### config.mk
export PLATFORM = sky130hd
export DESIGN_NAME = pbus_master
export DESIGN_NICKNAME = d
export VERILOG_FILES = /design/src/rtl/pbm_pkg.sv /design/src/rtl/pbm_seq.sv /design/src/rtl/pbm_addr.sv /design/src/rtl/pbm_pins.sv /design/src/rtl/pbus_master.sv
export SDC_FILE = /design/constraint.sdc
export NUM_CORES = 1
export LEC_CHECK = 0
export BUFFER_PORTS_ARGS = -buffer_cell sky130_fd_sc_hd__clkbuf_2
export CORE_UTILIZATION = 45
export DETAILED_ROUTE_END_ITERATION = 8
export PLACE_DENSITY = 0.79
export RECOVER_POWER = 25
export SKIP_CTS_REPAIR_TIMING = 1
export SLEW_MARGIN = 40
export SYNTH_ARGS = -nofsm -noshare
export SYNTH_HDL_FRONTEND = slang
export SYNTH_SLANG_ARGS = --single-unit
### constraint.sdc
create_clock -name clk -period 2.69 [get_ports clk]
set_clock_uncertainty 0.1 [all_clocks]
set_input_delay 0.538 -clock clk [delete_from_list [all_inputs] [get_ports clk]]
set_output_delay 0.538 -clock clk [all_outputs]
set_load 0.03 [all_outputs]
### src/rtl/pbm_pkg.sv
package pbm_pkg;
  typedef enum logic [2:0] {
    PH_IDLE,
    PH_ALO,
    PH_AHI,
    PH_SETUP,
    PH_STROBE,
    PH_HOLD
  } phase_t;

  localparam logic [1:0] AM_DEMUX = 2'b00;
  localparam logic [1:0] AM_LOW   = 2'b01;

  localparam logic [1:0] STEP_INC = 2'b01;
  localparam logic [1:0] STEP_DEC = 2'b10;

  localparam int NCS  = 2;
  localparam int NCTL = 7;
  localparam int NPOL = 5;

  localparam int CTL_RD  = 0;
  localparam int CTL_WR  = 1;
  localparam int CTL_BE  = 2;
  localparam int CTL_ALL = 3;
  localparam int CTL_ALH = 4;
  localparam int CTL_CS0 = 5;
  localparam int CTL_CS1 = 6;

  localparam int POL_RD = 0;
  localparam int POL_WR = 1;
  localparam int POL_BE = 2;
  localparam int POL_AL = 3;
  localparam int POL_CS = 4;
endpackage

### src/rtl/pbm_seq.sv
module pbm_seq
  import pbm_pkg::*;
#(
  parameter int WSW = 2
) (
  input  logic           clk,
  input  logic           rst_n,
  input  logic           start,
  input  logic [1:0]     cfg_amux,
  input  logic           cfg_wide,
  input  logic [WSW-1:0] ws_setup,
  input  logic [WSW-1:0] ws_strobe,
  input  logic [WSW-1:0] ws_hold,
  output phase_t         phase,
  output logic           hi_byte,
  output logic           strobe_end,
  output logic           done
);
  logic [WSW-1:0] cnt;
  logic           last_byte;

  assign last_byte  = !(cfg_wide && !hi_byte);
  assign strobe_end = (phase == PH_STROBE) && (cnt == ws_strobe);
  assign done       = (phase == PH_HOLD) && (cnt == ws_hold) && last_byte;

  always_ff @(posedge clk or negedge rst_n) begin
    if (!rst_n) begin
      phase   <= PH_IDLE;
      cnt     <= '0;
      hi_byte <= 1'b0;
    end else begin
      unique case (phase)
        PH_IDLE: begin
          if (start) begin
            hi_byte <= 1'b0;
            cnt     <= '0;
            phase   <= (cfg_amux == AM_DEMUX) ? PH_SETUP : PH_ALO;
          end
        end
        PH_ALO: phase <= cfg_amux[1] ? PH_AHI : PH_SETUP;
        PH_AHI: phase <= PH_SETUP;
        PH_SETUP: begin
          if (cnt == ws_setup) begin
            cnt   <= '0;
            phase <= PH_STROBE;
          end else begin
            cnt <= cnt + 1'b1;
          end
        end
        PH_STROBE: begin
          if (strobe_end) begin
            cnt   <= '0;
            phase <= PH_HOLD;
          end else begin
            cnt <= cnt + 1'b1;
          end
        end
        PH_HOLD: begin
          if (cnt == ws_hold) begin
            cnt <= '0;
            if (last_byte) begin
              phase <= PH_IDLE;
            end else begin
              hi_byte <= 1'b1;
              phase   <= PH_SETUP;
            end
          end else begin
            cnt <= cnt + 1'b1;
          end
        end
        default: phase <= PH_IDLE;
      endcase
    end
  end

  // an accepted request starts a transfer on the next cycle
  p_start_busy_r1: assert property (@(posedge clk) disable iff (!rst_n)
    (start && phase == PH_IDLE) |=> (phase != PH_IDLE));

  // the strobe phase is only ever entered from setup
  p_strobe_entry_r2: assert property (@(posedge clk) disable iff (!rst_n)
    (phase == PH_STROBE && $past(phase) != PH_STROBE) |-> ($past(phase) == PH_SETUP));

  // a transfer only finishes out of the hold phase
  p_end_from_hold_r2: assert property (@(posedge clk) disable iff (!rst_n)
    (phase == PH_IDLE && $past(phase) != PH_IDLE) |-> ($past(phase) == PH_HOLD));

  // the high-latch phase always follows the low-latch phase
  p_ahi_after_alo_r8: assert property (@(posedge clk) disable iff (!rst_n)
    (phase == PH_AHI) |-> ($past(phase) == PH_ALO));
endmodule

### src/rtl/pbm_addr.sv
module pbm_addr
  import pbm_pkg::*;
#(
  parameter int AW = 16
) (
  input  logic            clk,
  input  logic            rst_n,
  input  logic            load,
  input  logic [AW-1:0]   load_val,
  input  logic            busy,
  input  logic            done,
  input  logic [1:0]      step,
  input  logic [NCS-1:0]  cs_en,
  output logic [AW-1:0]   addr_eff,
  output logic [NCS-1:0]  cs_hit
);
  localparam int CS_BASE = AW - NCS;

  logic [AW-1:0] addr_q;
  logic [AW-1:0] cs_mask;

  assign cs_mask[CS_BASE-1:0] = '0;

  for (genvar g = 0; g < NCS; g++) begin : g_cs
    assign cs_mask[CS_BASE+g] = cs_en[g];
    assign cs_hit[g]          = cs_en[g] & addr_q[CS_BASE+g];
  end

  assign addr_eff = addr_q & ~cs_mask;

  always_ff @(posedge clk or negedge rst_n) begin
    if (!rst_n) begin
      addr_q <= '0;
    end else if (done) begin
      if (step == STEP_INC)      addr_q <= addr_q + 1'b1;
      else if (step == STEP_DEC) addr_q <= addr_q - 1'b1;
    end else if (load && !busy) begin
      addr_q <= load_val;
    end
  end

  // a load offered mid-transfer leaves the stored address alone
  p_load_ignored_r13: assert property (@(posedge clk) disable iff (!rst_n)
    (load && busy && !done) |=> (addr_q == $past(addr_q)));

  // the stored address does not move in the middle of a transfer
  p_addr_hold_r13: assert property (@(posedge clk) disable iff (!rst_n)
    (busy && !done) |=> $stable(addr_q));
endmodule

### src/rtl/pbm_pins.sv
module pbm_pins
  import pbm_pkg::*;
#(
  parameter int DW = 8,
  localparam int AW = 2 * DW
) (
  input  phase_t          phase,
  input  logic            hi_byte,
  input  logic            wr_op,
  input  logic            sep,
  input  logic [1:0]      amux,
  input  logic [NPOL-1:0] pol,
  input  logic [AW-1:0]   addr_eff,
  input  logic [NCS-1:0]  cs_hit,
  input  logic [AW-1:0]   wdata,
  input  logic [AW-1:0]   addr_pin_en,
  input  logic [AW-1:0]   gpio_addr,
  input  logic [NCTL-1:0] ctl_pin_en,
  input  logic [NCTL-1:0] gpio_ctl,
  output logic [DW-1:0]   dout,
  output logic            doe,
  output logic [AW-1:0]   pin_addr,
  output logic [NCTL-1:0] pin_ctl
);
  logic            busy, byte_ph, strobe_ph;
  logic [NCTL-1:0] act, polv;
  logic [AW-1:0]   addr_drv;

  assign busy      = (phase != PH_IDLE);
  assign strobe_ph = (phase == PH_STROBE);
  assign byte_ph   = (phase == PH_SETUP) || strobe_ph || (phase == PH_HOLD);

  always_comb begin
    act          = '0;
    act[CTL_RD]  = sep ? (strobe_ph & ~wr_op) : (busy & ~wr_op);
    act[CTL_WR]  = sep ? (strobe_ph & wr_op) : strobe_ph;
    act[CTL_BE]  = byte_ph & hi_byte;
    act[CTL_ALL] = (phase == PH_ALO);
    act[CTL_ALH] = (phase == PH_AHI);
    act[CTL_CS0] = busy & cs_hit[0];
    act[CTL_CS1] = busy & cs_hit[1];
  end

  always_comb begin
    polv          = '0;
    polv[CTL_RD]  = pol[POL_RD];
    polv[CTL_WR]  = pol[POL_WR];
    polv[CTL_BE]  = pol[POL_BE];
    polv[CTL_ALL] = pol[POL_AL];
    polv[CTL_ALH] = pol[POL_AL];
    polv[CTL_CS0] = pol[POL_CS];
    polv[CTL_CS1] = pol[POL_CS];
  end

  for (genvar i = 0; i < NCTL; i++) begin : g_ctl
    logic lvl;
    assign lvl        = polv[i] ? act[i] : ~act[i];
    assign pin_ctl[i] = ctl_pin_en[i] ? lvl : gpio_ctl[i];
  end

  always_comb begin
    if (amux == AM_DEMUX)    addr_drv = addr_eff;
    else if (amux == AM_LOW) addr_drv = {addr_eff[AW-1:DW], {DW{1'b0}}};
    else                     addr_drv = '0;
  end

  for (genvar i = 0; i < AW; i++) begin : g_addr
    assign pin_addr[i] = addr_pin_en[i] ? addr_drv[i] : gpio_addr[i];
  end

  always_comb begin
    doe  = 1'b0;
    dout = '0;
    if (phase == PH_ALO) begin
      doe  = 1'b1;
      dout = addr_eff[DW-1:0];
    end else if (phase == PH_AHI) begin
      doe  = 1'b1;
      dout = addr_eff[AW-1:DW];
    end else if (byte_ph && wr_op) begin
      doe  = 1'b1;
      dout = hi_byte ? wdata[AW-1:DW] : wdata[DW-1:0];
    end
  end
endmodule

### src/rtl/pbus_master.sv
module pbus_master
  import pbm_pkg::*;
#(
  parameter int DW  = 8,
  parameter int WSW = 2,
  localparam int AW = 2 * DW
) (
  input  logic            clk,
  input  logic            rst_n,
  input  logic            req_valid,
  output logic            req_ready,
  input  logic            req_write,
  input  logic [AW-1:0]   req_wdata,
  output logic            rd_valid,
  input  logic            rd_ready,
  output logic [AW-1:0]   rd_data,
  input  logic            addr_load,
  input  logic [AW-1:0]   addr_load_val,
  output logic            busy,
  input  logic            cfg_sep_strobes,
  input  logic [1:0]      cfg_amux,
  input  logic            cfg_wide,
  input  logic [1:0]      cfg_step,
  input  logic [NCS-1:0]  cfg_cs_en,
  input  logic [NPOL-1:0] cfg_pol,
  input  logic [WSW-1:0]  cfg_ws_setup,
  input  logic [WSW-1:0]  cfg_ws_strobe,
  input  logic [WSW-1:0]  cfg_ws_hold,
  input  logic [AW-1:0]   cfg_addr_pin_en,
  input  logic [NCTL-1:0] cfg_ctl_pin_en,
  input  logic [AW-1:0]   gpio_addr,
  input  logic [NCTL-1:0] gpio_ctl,
  input  logic [DW-1:0]   bus_din,
  output logic [DW-1:0]   bus_dout,
  output logic            bus_doe,
  output logic [AW-1:0]   pin_addr,
  output logic            pin_rd,
  output logic            pin_wr,
  output logic            pin_be,
  output logic            pin_all,
  output logic            pin_alh,
  output logic            pin_cs0,
  output logic            pin_cs1
);
  phase_t          phase;
  logic            hi_byte, strobe_end, done, accept;
  logic            wr_op, rd_pend;
  logic [AW-1:0]   wdata_q, rbuf;
  logic [AW-1:0]   addr_eff;
  logic [NCS-1:0]  cs_hit;
  logic [NCTL-1:0] pin_ctl;

  assign busy      = (phase != PH_IDLE);
  assign req_ready = !busy && !rd_pend;
  assign accept    = req_valid && req_ready;
  assign rd_valid  = rd_pend;
  assign rd_data   = rbuf;

  pbm_seq #(.WSW(WSW)) u_seq (
    .clk        (clk),
    .rst_n      (rst_n),
    .start      (accept),
    .cfg_amux   (cfg_amux),
    .cfg_wide   (cfg_wide),
    .ws_setup   (cfg_ws_setup),
    .ws_strobe  (cfg_ws_strobe),
    .ws_hold    (cfg_ws_hold),
    .phase      (phase),
    .hi_byte    (hi_byte),
    .strobe_end (strobe_end),
    .done       (done)
  );

  pbm_addr #(.AW(AW)) u_addr (
    .clk      (clk),
    .rst_n    (rst_n),
    .load     (addr_load),
    .load_val (addr_load_val),
    .busy     (busy),
    .done     (done),
    .step     (cfg_step),
    .cs_en    (cfg_cs_en),
    .addr_eff (addr_eff),
    .cs_hit   (cs_hit)
  );

  pbm_pins #(.DW(DW)) u_pins (
    .phase       (phase),
    .hi_byte     (hi_byte),
    .wr_op       (wr_op),
    .sep         (cfg_sep_strobes),
    .amux        (cfg_amux),
    .pol         (cfg_pol),
    .addr_eff    (addr_eff),
    .cs_hit      (cs_hit),
    .wdata       (wdata_q),
    .addr_pin_en (cfg_addr_pin_en),
    .gpio_addr   (gpio_addr),
    .ctl_pin_en  (cfg_ctl_pin_en),
    .gpio_ctl    (gpio_ctl),
    .dout        (bus_dout),
    .doe         (bus_doe),
    .pin_addr    (pin_addr),
    .pin_ctl     (pin_ctl)
  );

  assign pin_rd  = pin_ctl[CTL_RD];
  assign pin_wr  = pin_ctl[CTL_WR];
  assign pin_be  = pin_ctl[CTL_BE];
  assign pin_all = pin_ctl[CTL_ALL];
  assign pin_alh = pin_ctl[CTL_ALH];
  assign pin_cs0 = pin_ctl[CTL_CS0];
  assign pin_cs1 = pin_ctl[CTL_CS1];

  always_ff @(posedge clk or negedge rst_n) begin
    if (!rst_n) begin
      wr_op   <= 1'b0;
      wdata_q <= '0;
      rbuf    <= '0;
      rd_pend <= 1'b0;
    end else begin
      if (accept) begin
        wr_op   <= req_write;
        wdata_q <= req_wdata;
        rbuf    <= '0;
      end
      if (strobe_end && !wr_op) begin
        if (hi_byte) rbuf[AW-1:DW] <= bus_din;
        else         rbuf[DW-1:0]  <= bus_din;
      end
      if (done && !wr_op)          rd_pend <= 1'b1;
      else if (rd_pend && rd_ready) rd_pend <= 1'b0;
    end
  end

  // a waiting read result holds its value until it is taken
  p_rd_hold_r12: assert property (@(posedge clk) disable iff (!rst_n)
    (rd_valid && !rd_ready) |=> (rd_valid && $stable(rd_data)));

  // no request is taken while a transfer runs or a result waits
  p_no_accept_busy_r1: assert property (@(posedge clk) disable iff (!rst_n)
    (busy || rd_valid) |-> !accept);

  // a read result appears only as a read transfer finishes
  p_rd_rise_r12: assert property (@(posedge clk) disable iff (!rst_n)
    $rose(rd_valid) |-> $fell(busy));
endmodule

* Yosys cells after proc, flatten, opt, wreduce, memory -nomap -nowiden *
Index checks and enable logic that the tools add are counted.

storage, ports and cells
  register bits after elaboration = 56
  input bits = 111
  output and inout port bits = 51
  logic and storage cells = 143

operators by class
  add/subtract/negate cells = 3
  eq/ne operators = 17
  mux-type cells = 68
  bitwise operators = 18
  reduce and logical (&&, ||, !) cells = 29

operators with widths
  kind                   number
  $mux 16                8
  $mux 8                 6
  $mux 1                 41
  $pmux 3 s6             1
  $add 16x1->16 const B  1
  $and 16x16->16         1
  $not 16->16            1
  $sub 16x1->16 const B  1
  $mux 2                 6
  $mux 3                 4
  $logic_and 1x1->1      11
  $ne 2x2->1 const B     5
  $and 1x1->1            8
  $not 1->1              8
  $pmux 2 s4             1
  $reduce_and 4->1       2
  $eq 2x2->1             3
  $eq 3x2->1 const B     2
  $eq 3x3->1 const B     2
  $reduce_bool 2->1      3
  $logic_not 1->1        5
  $eq 2x1->1 const B     2
  $reduce_and 2->1       2
  $reduce_bool 4->1      1
  other kinds (9)        10

* Logic depth before layout (Yosys ltp) *
Gate-level depths: netlist of run 1.

  depth in word-level cells = 7
  mapped depth = 10
  gate-level depth less buffers = 10

* By module *
Synthesis of run 1 repeated with hierarchy kept, for this count alone.

second synthesis, totals
  cell total of the unflattened synthesis = 495
  area, all modules = 4,381.7 sq um

modules (own cells, without submodules)
  module       instances  cells an instance  area an instance (sq um)  seq. area each (sq um)
  pbm_addr     1          188                1,621.6                   400.4
  pbus_master  1          114                1,360.1                   850.8
  pbm_pins     1          132                834.6                     0.0
  pbm_seq      1          61                 565.5                     150.1

* Least setup slack after synthesis of run 1 *
Ideal clock, no wire load.

  path type = input-to-reg
  from = in cfg_step[1]
  to = reg u_addr.addr_q[14]
  library setup time = 0.128 ns
  arrival = 2.713 ns
  required time = 2.462 ns
  path slack = -0.251 ns
  stages on the path = 9
  path buffers = 0
  path through = nand2b_1 > ha_1 > nor2b_4 > o31a_4 > a41oi_2 > o21ai_2 > a311oi_2 > mux2i_1 > nand3_1

between the ends
  cells in the longest elaborated chain, start to end = 3
  elaborated cells between the ends (all ways) = 6
  those cells by class = 3 x eq/ne; 2 x mux; 1 x reduce/logical

RTL lines
  element                                                              RTL line                        text
  start: declaration                                                   pbus_master.sv:23               input logic [1:0] cfg_step,
  $eq 2x2->1 / $eq 2x1->1 (equally long branches)                      pbm_addr.sv:36, pbm_addr.sv:35
  $ne 3x1->1 (no source line) / $mux 16 (equally long branches)        --
  $reduce_and 2->1 (no source line) / $mux 16 (equally long branches)  --
  end signal: assignment                                               pbm_addr.sv:35                  if (step == STEP_INC) addr_q <= addr_q + 1'b1;
  end signal: assignment                                               pbm_addr.sv:36                  else if (step == STEP_DEC) addr_q <= addr_q - 1'b1;
  end signal: assignment                                               pbm_addr.sv:38                  addr_q <= load_val;
  end: declaration                                                     pbm_addr.sv:19                  logic [AW-1:0] addr_q;

Parallel ways exist; a longest one is shown, timed or not.
A chain may end at the register's enable or synchronous reset.

* Worst setup path in the final report of run 1 *
  from = reg u_seq.phase[2]
  to = out bus_dout[6]

between the ends
  cells in the longest elaborated chain, start to end = 7
  elaborated cells between the ends (all ways) = 11
  those cells by class = 5 x eq/ne; 3 x mux; 3 x reduce/logical

RTL lines
  element                                          RTL line                        text
  start: declaration                               pbm_seq.sv:14                   output phase_t phase,
  start signal: assignment                         pbm_seq.sv:37                   phase <= (cfg_amux == AM_DEMUX) ? PH_SETUP : PH_ALO;
  start signal: assignment                         pbm_seq.sv:40                   PH_ALO: phase <= cfg_amux[1] ? PH_AHI : PH_SETUP;
  $eq 3x2->1 / $eq 3x3->1 (equally long branches)  pbm_pins.sv:31, pbm_pins.sv:30
  $logic_or 1x1->1 (2 in series)                   pbm_pins.sv:31                  assign byte_ph = (phase == PH_SETUP) || strobe_ph || (phase == PH_HOLD);
  $logic_and 1x1->1                                pbm_pins.sv:80                  end else if (byte_ph && wr_op) begin
  $mux 8                                           pbm_pins.sv:80
  $mux 8                                           pbm_pins.sv:77                  end else if (phase == PH_AHI) begin
  $mux 8 *                                         pbm_pins.sv:74                  if (phase == PH_ALO) begin
  end: declaration                                 pbus_master.sv:34               output logic [DW-1:0] bus_dout,

Every way passes the cells marked *; elsewhere a longest branch is shown, timed or not.

==> results.toml, run 1 <==
[outcome]
status = "finished, final reports clean"

[final_layout]
instances_no_fill = 802
final_cell_mix = "clkbuf_2 (159), nand2_1 (117), dfrtp_1 (54), buf_4 (40), o21ai_0 (38)"
drive_above_1_share_pct = 36.02
area_growth_pct = 31.60
final_util_pct = 61.06
mostFrequentLayoutCell = "clkbuf_2"
design_area_sq_um = 5325
antenna_cells = 0
finalNetCount = 821

[floorplanning]
dieHeight_microns = 96.83
core-area_sq_um = 8721
die_area_sq_um = 9375
fp.dieW_microns = 96.83
ios = 162
start_util_pct = 46.40
std_cell_rows = 34

[place]
pre_cts_slack_ns = -0.1088
placement.io_buffers = 161
gp_congestion = 0.8903
dp.cells = 790
dpl_cell_area_sq_um = 5167
hpwl_microns = 9402

[synth]
ys_seq_area_share_pct = 34.63
ys_ff_latch = 56
ys.flop_type = "dfrtp_1"
synthArstFlopShare_pct = 100.0
synth_edf_count = 0
syn_inst = 508
syn_nets = 636
yosys_warnings = 0
yosysUniqueCellTypes = 59
postSynthAreaPerCell_sq_um = 7.965
synth_area_sq_um = 4046

[sta]
setup_viol = 0
fin_ws_ns = 0.04181
worst_slew_pin_slew_ns = 1.428
fin_setup_tns_ns = 0
maxSlewHeadroom_pct = 4.804
slew_violations = 0
finalHoldViolations = 0
post-route-min-period_ns = 2.648
period_share_pct = 98.45
grt_setup_unrepaired = "true"
max_freq_ghz = 0.3776
holdWs_ns = 0.2984

[hold_path]
hp-class = "in2reg"

[global_routing]
antenna_found_initial = 0
grtUsageTotal_pct = 25.17
grt_max_degree = 57
grt_pass1_vias = 4250
grt_first_pass_wirelength_microns = 19530
grt_overflow = 0

[cts]
cts.sinks = 56
cts_buffers = 5
cts.clk_slew.worst_paths_ns = 0.11
cts_buffer_depth = 2
cts-root-buf = "clkbuf_8"
htree_levels = 2
cts_tree = "done"
clock_latency_ns = 0.32

[pwr]
ir_worst_vdd_mv = 0.6673
leakage_nw = 2.762
powerDensity_nw_per_um2 = 1069
power_mw = 5.690

[drt]
viasPerCell = 5.449
drt_iter0_drc = 269
ant_nets = 0
wire_per_inst_microns = 14.99
drt_wl_total_microns = 12030
drtPass1Iterations = 5
vias = 4370
drc_errors = 0

[critical_path]
setup.worst_path.end_class = "primary output"
cp_max_fo = 6
criticalPathCategory = "reg2out"
cp_data_arrival_time_ns = 2.01
cp-start-kind = "flip-flop"
critPathRequiredTime_ns = 2.05

[job]
max_cap_violations = 0
final timing paths:
path | startpoint | end | slack, ns | cells after the start
setup / recovery | u_seq.phase[2]$_DFFE_PN0P_ | bus_dout[6] | 0.04 | 7
hold / removal | rd_ready | rd_valid$_DFFE_PN0P_ | 0.30 | 2
setup reg to reg | u_addr.addr_q[1]$_DFFE_PN0P_ | u_addr.addr_q[12]$_DFFE_PN0P_ | 0.26 | 9
hold reg to reg | wdata_q[15]$_DFFE_PN0P_ | wdata_q[15]$_DFFE_PN0P_ | 0.38 | 2
max in group asynchronous | rst_n | u_seq.phase[2]$_DFFE_PN0P_ | 1.02 | 2
min in group asynchronous | rst_n | rd_data[2]$_DFF_PN0_ | 0.53 | 2
critical path: stages, from the launching register on:
cell and delay [ns]:
dfrtp_2 0.47, nor2b_1 0.16, a21o_1 0.19, buf_4 0.16, nand3_1 0.11, o21ai_0 0.10
a221o_1 0.33, buf_2 0.19
synthesized netlist by cell type (2+ instances only):
library cell | n | area (sq um)
nand2_1 | 118 | 442.9
dfrtp_1 | 56 | 1401
o21ai_0 | 39 | 195.2
nor2_1 | 32 | 120.1
a21oi_1 | 30 | 150.1
nand3_1 | 28 | 140.1
inv_1 | 21 | 78.83
ha_1 | 16 | 200.2
xor2_1 | 14 | 122.6
nor3_1 | 13 | 65.06
buf_2 | 11 | 55.05
clkbuf_1 | 11 | 41.29
mux2_2 | 11 | 123.9
nor2b_1 | 10 | 62.56
a221o_1 | 7 | 70.07
mux2i_1 | 7 | 70.07
nand2b_1 | 7 | 43.79
xnor2_1 | 7 | 61.31
and3_1 | 6 | 37.54
nand3b_1 | 6 | 45.04
a31oi_1 | 5 | 31.28
a211oi_1 | 4 | 30.03
o21a_1 | 4 | 30.03
a311oi_2 | 3 | 45.04
and2_1 | 3 | 18.77
a21o_1 | 2 | 15.01
a32o_1 | 2 | 20.02
nand4_1 | 2 | 12.51
o211ai_1 | 2 | 15.01
o22ai_1 | 2 | 12.51
layout make-up:
type	instances	area [sq um]
flip-flops and latches	56	1404
well taps	108	135.1
multi-input cells	406	2489
fillers	762	3396
repair buffers	203	1125
inverters	21	78.83
clock buffers	5	68.82
clock inverters	3	25.02
registers in the layout, summed over array words and instances, names as in the netlist:
register,flops
rd_valid,1
u_seq.cnt,2
u_seq.hi_byte,1
rd_data,16
wdata_q,16
u_addr.addr_q,16
wr_op,1
u_seq.phase,3
kinds of logic after synthesis:
group,count (synthesis),share of synthesized area [%]
DFF,56,34.63
xor gates and xnor gates,21,4.546
adders and majority gates,17,5.442
and+or+nand+nor,234,26.53
AOI/OAI and AO/OA,116,19.33
muxes,18,4.793
buffers and inverters,46,4.731
power breakdown:
group,internal (mW),switching [mW],total (mW)
combinational,1.54,2.18,3.71
clock,0.191,0.313,0.504
sequential,1.15,0.327,1.47
layer usage:
metal | up-vias | track usage (%) | share of wire (%)
met5 | - | 0 | 0
met1 | 2027 | 32.66 | 42
met3 | 22 | 3.324 | 6.3
met4 | 0 | 8.955 | 2.2
met2 | 196 | 42.90 | 49
li1 | 2125 | - | -
No activity file was read; power rests on OpenSTA's default activity.
==> inputs of run 2 (changes only) <==
Settings changed: PLACE_DENSITY 0.79 to 0.78, SYNTH_HIERARCHICAL set to 1.
==> run 2 against run 1 <==
  * First-iteration DRC count shrank 21%
  * Sequential cell count is the same
  * Final cell count shrank 2.9%
  * Non-clock buffer count shrank 19
  * Sequential share of layout area shrank 0.35 points
  * Area after synthesis grew 8.3%
  * Largest power group unchanged
  * Highest routed layer unchanged
==> results.toml, run 2 <==
[cts]
cts.sinks = 56
clock_latency_ns = 0.31
cts_buffers = 5
cts_tree = "done"
cts.clk_slew.worst_paths_ns = 0.10
htree_levels = 2
cts_buffer_depth = 2
cts-root-buf = "clkbuf_8"

[critical_path]
slowest_delay_ns = 0.53
r2r_cells = 9
cp_data_arrival_time_ns = 1.94
crit_chain = "and3b_2 > or4b_1 > nand3_1 > clkbuf_2"
cpMaxStageDelayCell = "dfrtp_2"
criticalPathCategory = "reg2out"
setup.worst_path.end_class = "primary output"
r2r_setup_slack_ns = 0.27
cp_max_fo = 14
cp-start-kind = "flip-flop"
critPathRequiredTime_ns = 2.05

[sta]
setup_viol = 0
holdWs_ns = 0.3111
post-route-min-period_ns = 2.576
worst_slew_pin_slew_ns = 1.013
grt_setup_unrepaired = "false"
max_freq_ghz = 0.3881
finalHoldViolations = 0
maxSlewHeadroom_pct = 32.44
slew_violations = 0
period_share_pct = 95.78

[synth]
synth_top_cell_area_share_pct = 31.98
ys_seq_area_share_pct = 31.98
yosysMostFrequentCell = "nand2_1"
syn_nets = 623
syn_inst = 495
synth_edf_count = 0
synthArstFlopShare_pct = 100.0
ys.flop_type = "dfrtp_1"
yosys_warnings = 6
yosysUniqueCellTypes = 68
ys_top_cells_by_area = "dfrtp_1 (32%), mux2_2 (7.2%), o21ai_0 (5.6%)"
synth_common_cells = "nand2_1 (59), dfrtp_1 (56), o21ai_0 (49)"
yosysTopAreaCell = "dfrtp_1"
ys_ff_latch = 56
synth_area_sq_um = 4382
postSynthAreaPerCell_sq_um = 8.852

[floorplanning]
fp.dieW_microns = 100.7
ios = 162
std_cell_rows = 35
start_util_pct = 46.98
core-area_sq_um = 9328
die_area_sq_um = 10140
dieHeight_microns = 100.7

[drt]
viasPerCell = 5.264
ant_nets = 0
wire_per_inst_microns = 14.89
drtPass1Iterations = 5
drc_errors = 0
vias = 4101
drt_iter0_drc = 212
drt_wl_total_microns = 11600

[global_routing]
grt_overflow = 0
grt_first_pass_wirelength_microns = 18630
grtUsageTotal_pct = 23.10
grt_pass1_vias = 3872
antenna_found_initial = 0
grt_max_degree = 34

[pwr]
p_comb_share_pct = 60.5
leakage_nw = 2.588
p_switching_mw = 2.465
seqPwrFrac_pct = 29.0
internal_power_mw = 2.754
power_mw = 5.219
ir_worst_vdd_mv = 0.3237
powerDensity_nw_per_um2 = 967.2
swShare_pct = 47.23
clock_power_share_pct = 10.5

[outcome]
status = "finished, final reports clean"

[place]
gp_congestion = 0.9381
placement.io_buffers = 161
hpwl_microns = 9435
dpl_cell_area_sq_um = 5273
dp.cells = 770

[final_layout]
area_growth_pct = 23.16
final.fill_count = 846
mostFrequentLayoutCell = "clkbuf_2"
drive_above_1_share_pct = 38.15
design_area_sq_um = 5396
final_cell_mix = "clkbuf_2 (161), nand2_1 (59), dfrtp_1 (54), o21ai_0 (49), inv_1 (30)"
instances_no_fill = 779
finalNetCount = 777
antenna_cells = 0

[hold_path]
hp-class = "in2reg"
holdPathStages = 2

[job]
max_cap_violations = 0
==> run 2: cell types whose count changed in the layout (fill, tap and decap cells not counted), moves of 11 or more <==
cell	change
mux2_2	+17
o21ai_0	+11
nand3_1	-15
nand2_1	-58
buf_4	-21
a21oi_1	-12
==> run 2: path summary, 6_finish.rpt <==
check                                                   from                             to
worst min-delay path                                rd_ready           rd_valid$_DFFE_PN0P_
min in group asynchronous                              rst_n       u_seq/cnt[1]$_DFFE_PN0P_
worst max-delay path              u_seq/phase[0]$_DFFE_PN0P_                         pin_be
worst max register to register  u_addr/addr_q[0]$_DFFE_PN0P_  u_addr/addr_q[12]$_DFFE_PN0P_
worst min register to register        wdata_q[0]$_DFFE_PN0P_         wdata_q[0]$_DFFE_PN0P_
max in group asynchronous                              rst_n        wdata_q[11]$_DFFE_PN0P_
==> run 2: critical path: cells and delay by family (launching register included) <==
family	cells	cell delay [ns]
buf+inv	1	0.20
flops	1	0.53
simple gates	3	0.90
==> run 2: area by class of cell <==
| type | count | area (sq um) | area share (%) |
|---|---|---|---|
| clock inverter | 3 | 42.54 | 0.7883 |
| tap | 129 | 161.4 | 2.991 |
| inverter | 30 | 112.6 | 2.087 |
| multi-input combinational | 372 | 2630 | 48.74 |
| timing repair buffer | 184 | 977.2 | 18.11 |
| sequential | 56 | 1404 | 26.01 |
| clock buffer | 5 | 68.82 | 1.275 |
==> run 2: power groups by stage <==
stage / logic [mW] / clock network, mW / registers (mW)
floorplan: 2.59 / 0 / 1.38
global placement: 3.06 / 0 / 1.51
detailed placement: 3.14 / 0 / 1.52
CTS: 3.14 / 0.571 / 1.51
global route: 3.46 / 0.606 / 1.56
finish: 3.16 / 0.549 / 1.51
==> run 2: per-stage QoR <==
stage          worst slack (ns)   TNS, ns  util, %
3_3_place_gp           -0.01687  -0.03324    56.53
6_report                 0.1135         0    57.85
3_5_place_dp            -0.1118   -0.3498    56.53
2_1_floorplan           0.09122         0        -
4_1_cts                -0.01554  -0.03587    57.72
5_1_grt                0.009342         0    57.85
==> run 2: cell families after synthesis <==
| kind of cell | after synthesis | share of synthesized area, % |
|---|---|---|
| muxes | 37 | 9.366 |
| AOI/OAI and AO/OA | 139 | 21.42 |
| xor gates and xnor gates | 20 | 4.341 |
| and+or+nand+nor | 159 | 19.53 |
| adders and majority gates | 17 | 5.026 |
| DFF | 56 | 31.98 |
| buffers and inverters | 67 | 8.338 |
==> run 2: metal layers <==
layer	part of all wire (%)	track usage [%]
met1	44	30.77
met2	50	39.88
met3	4.3	2.913
met4	0.85	5.463
met5	0	0
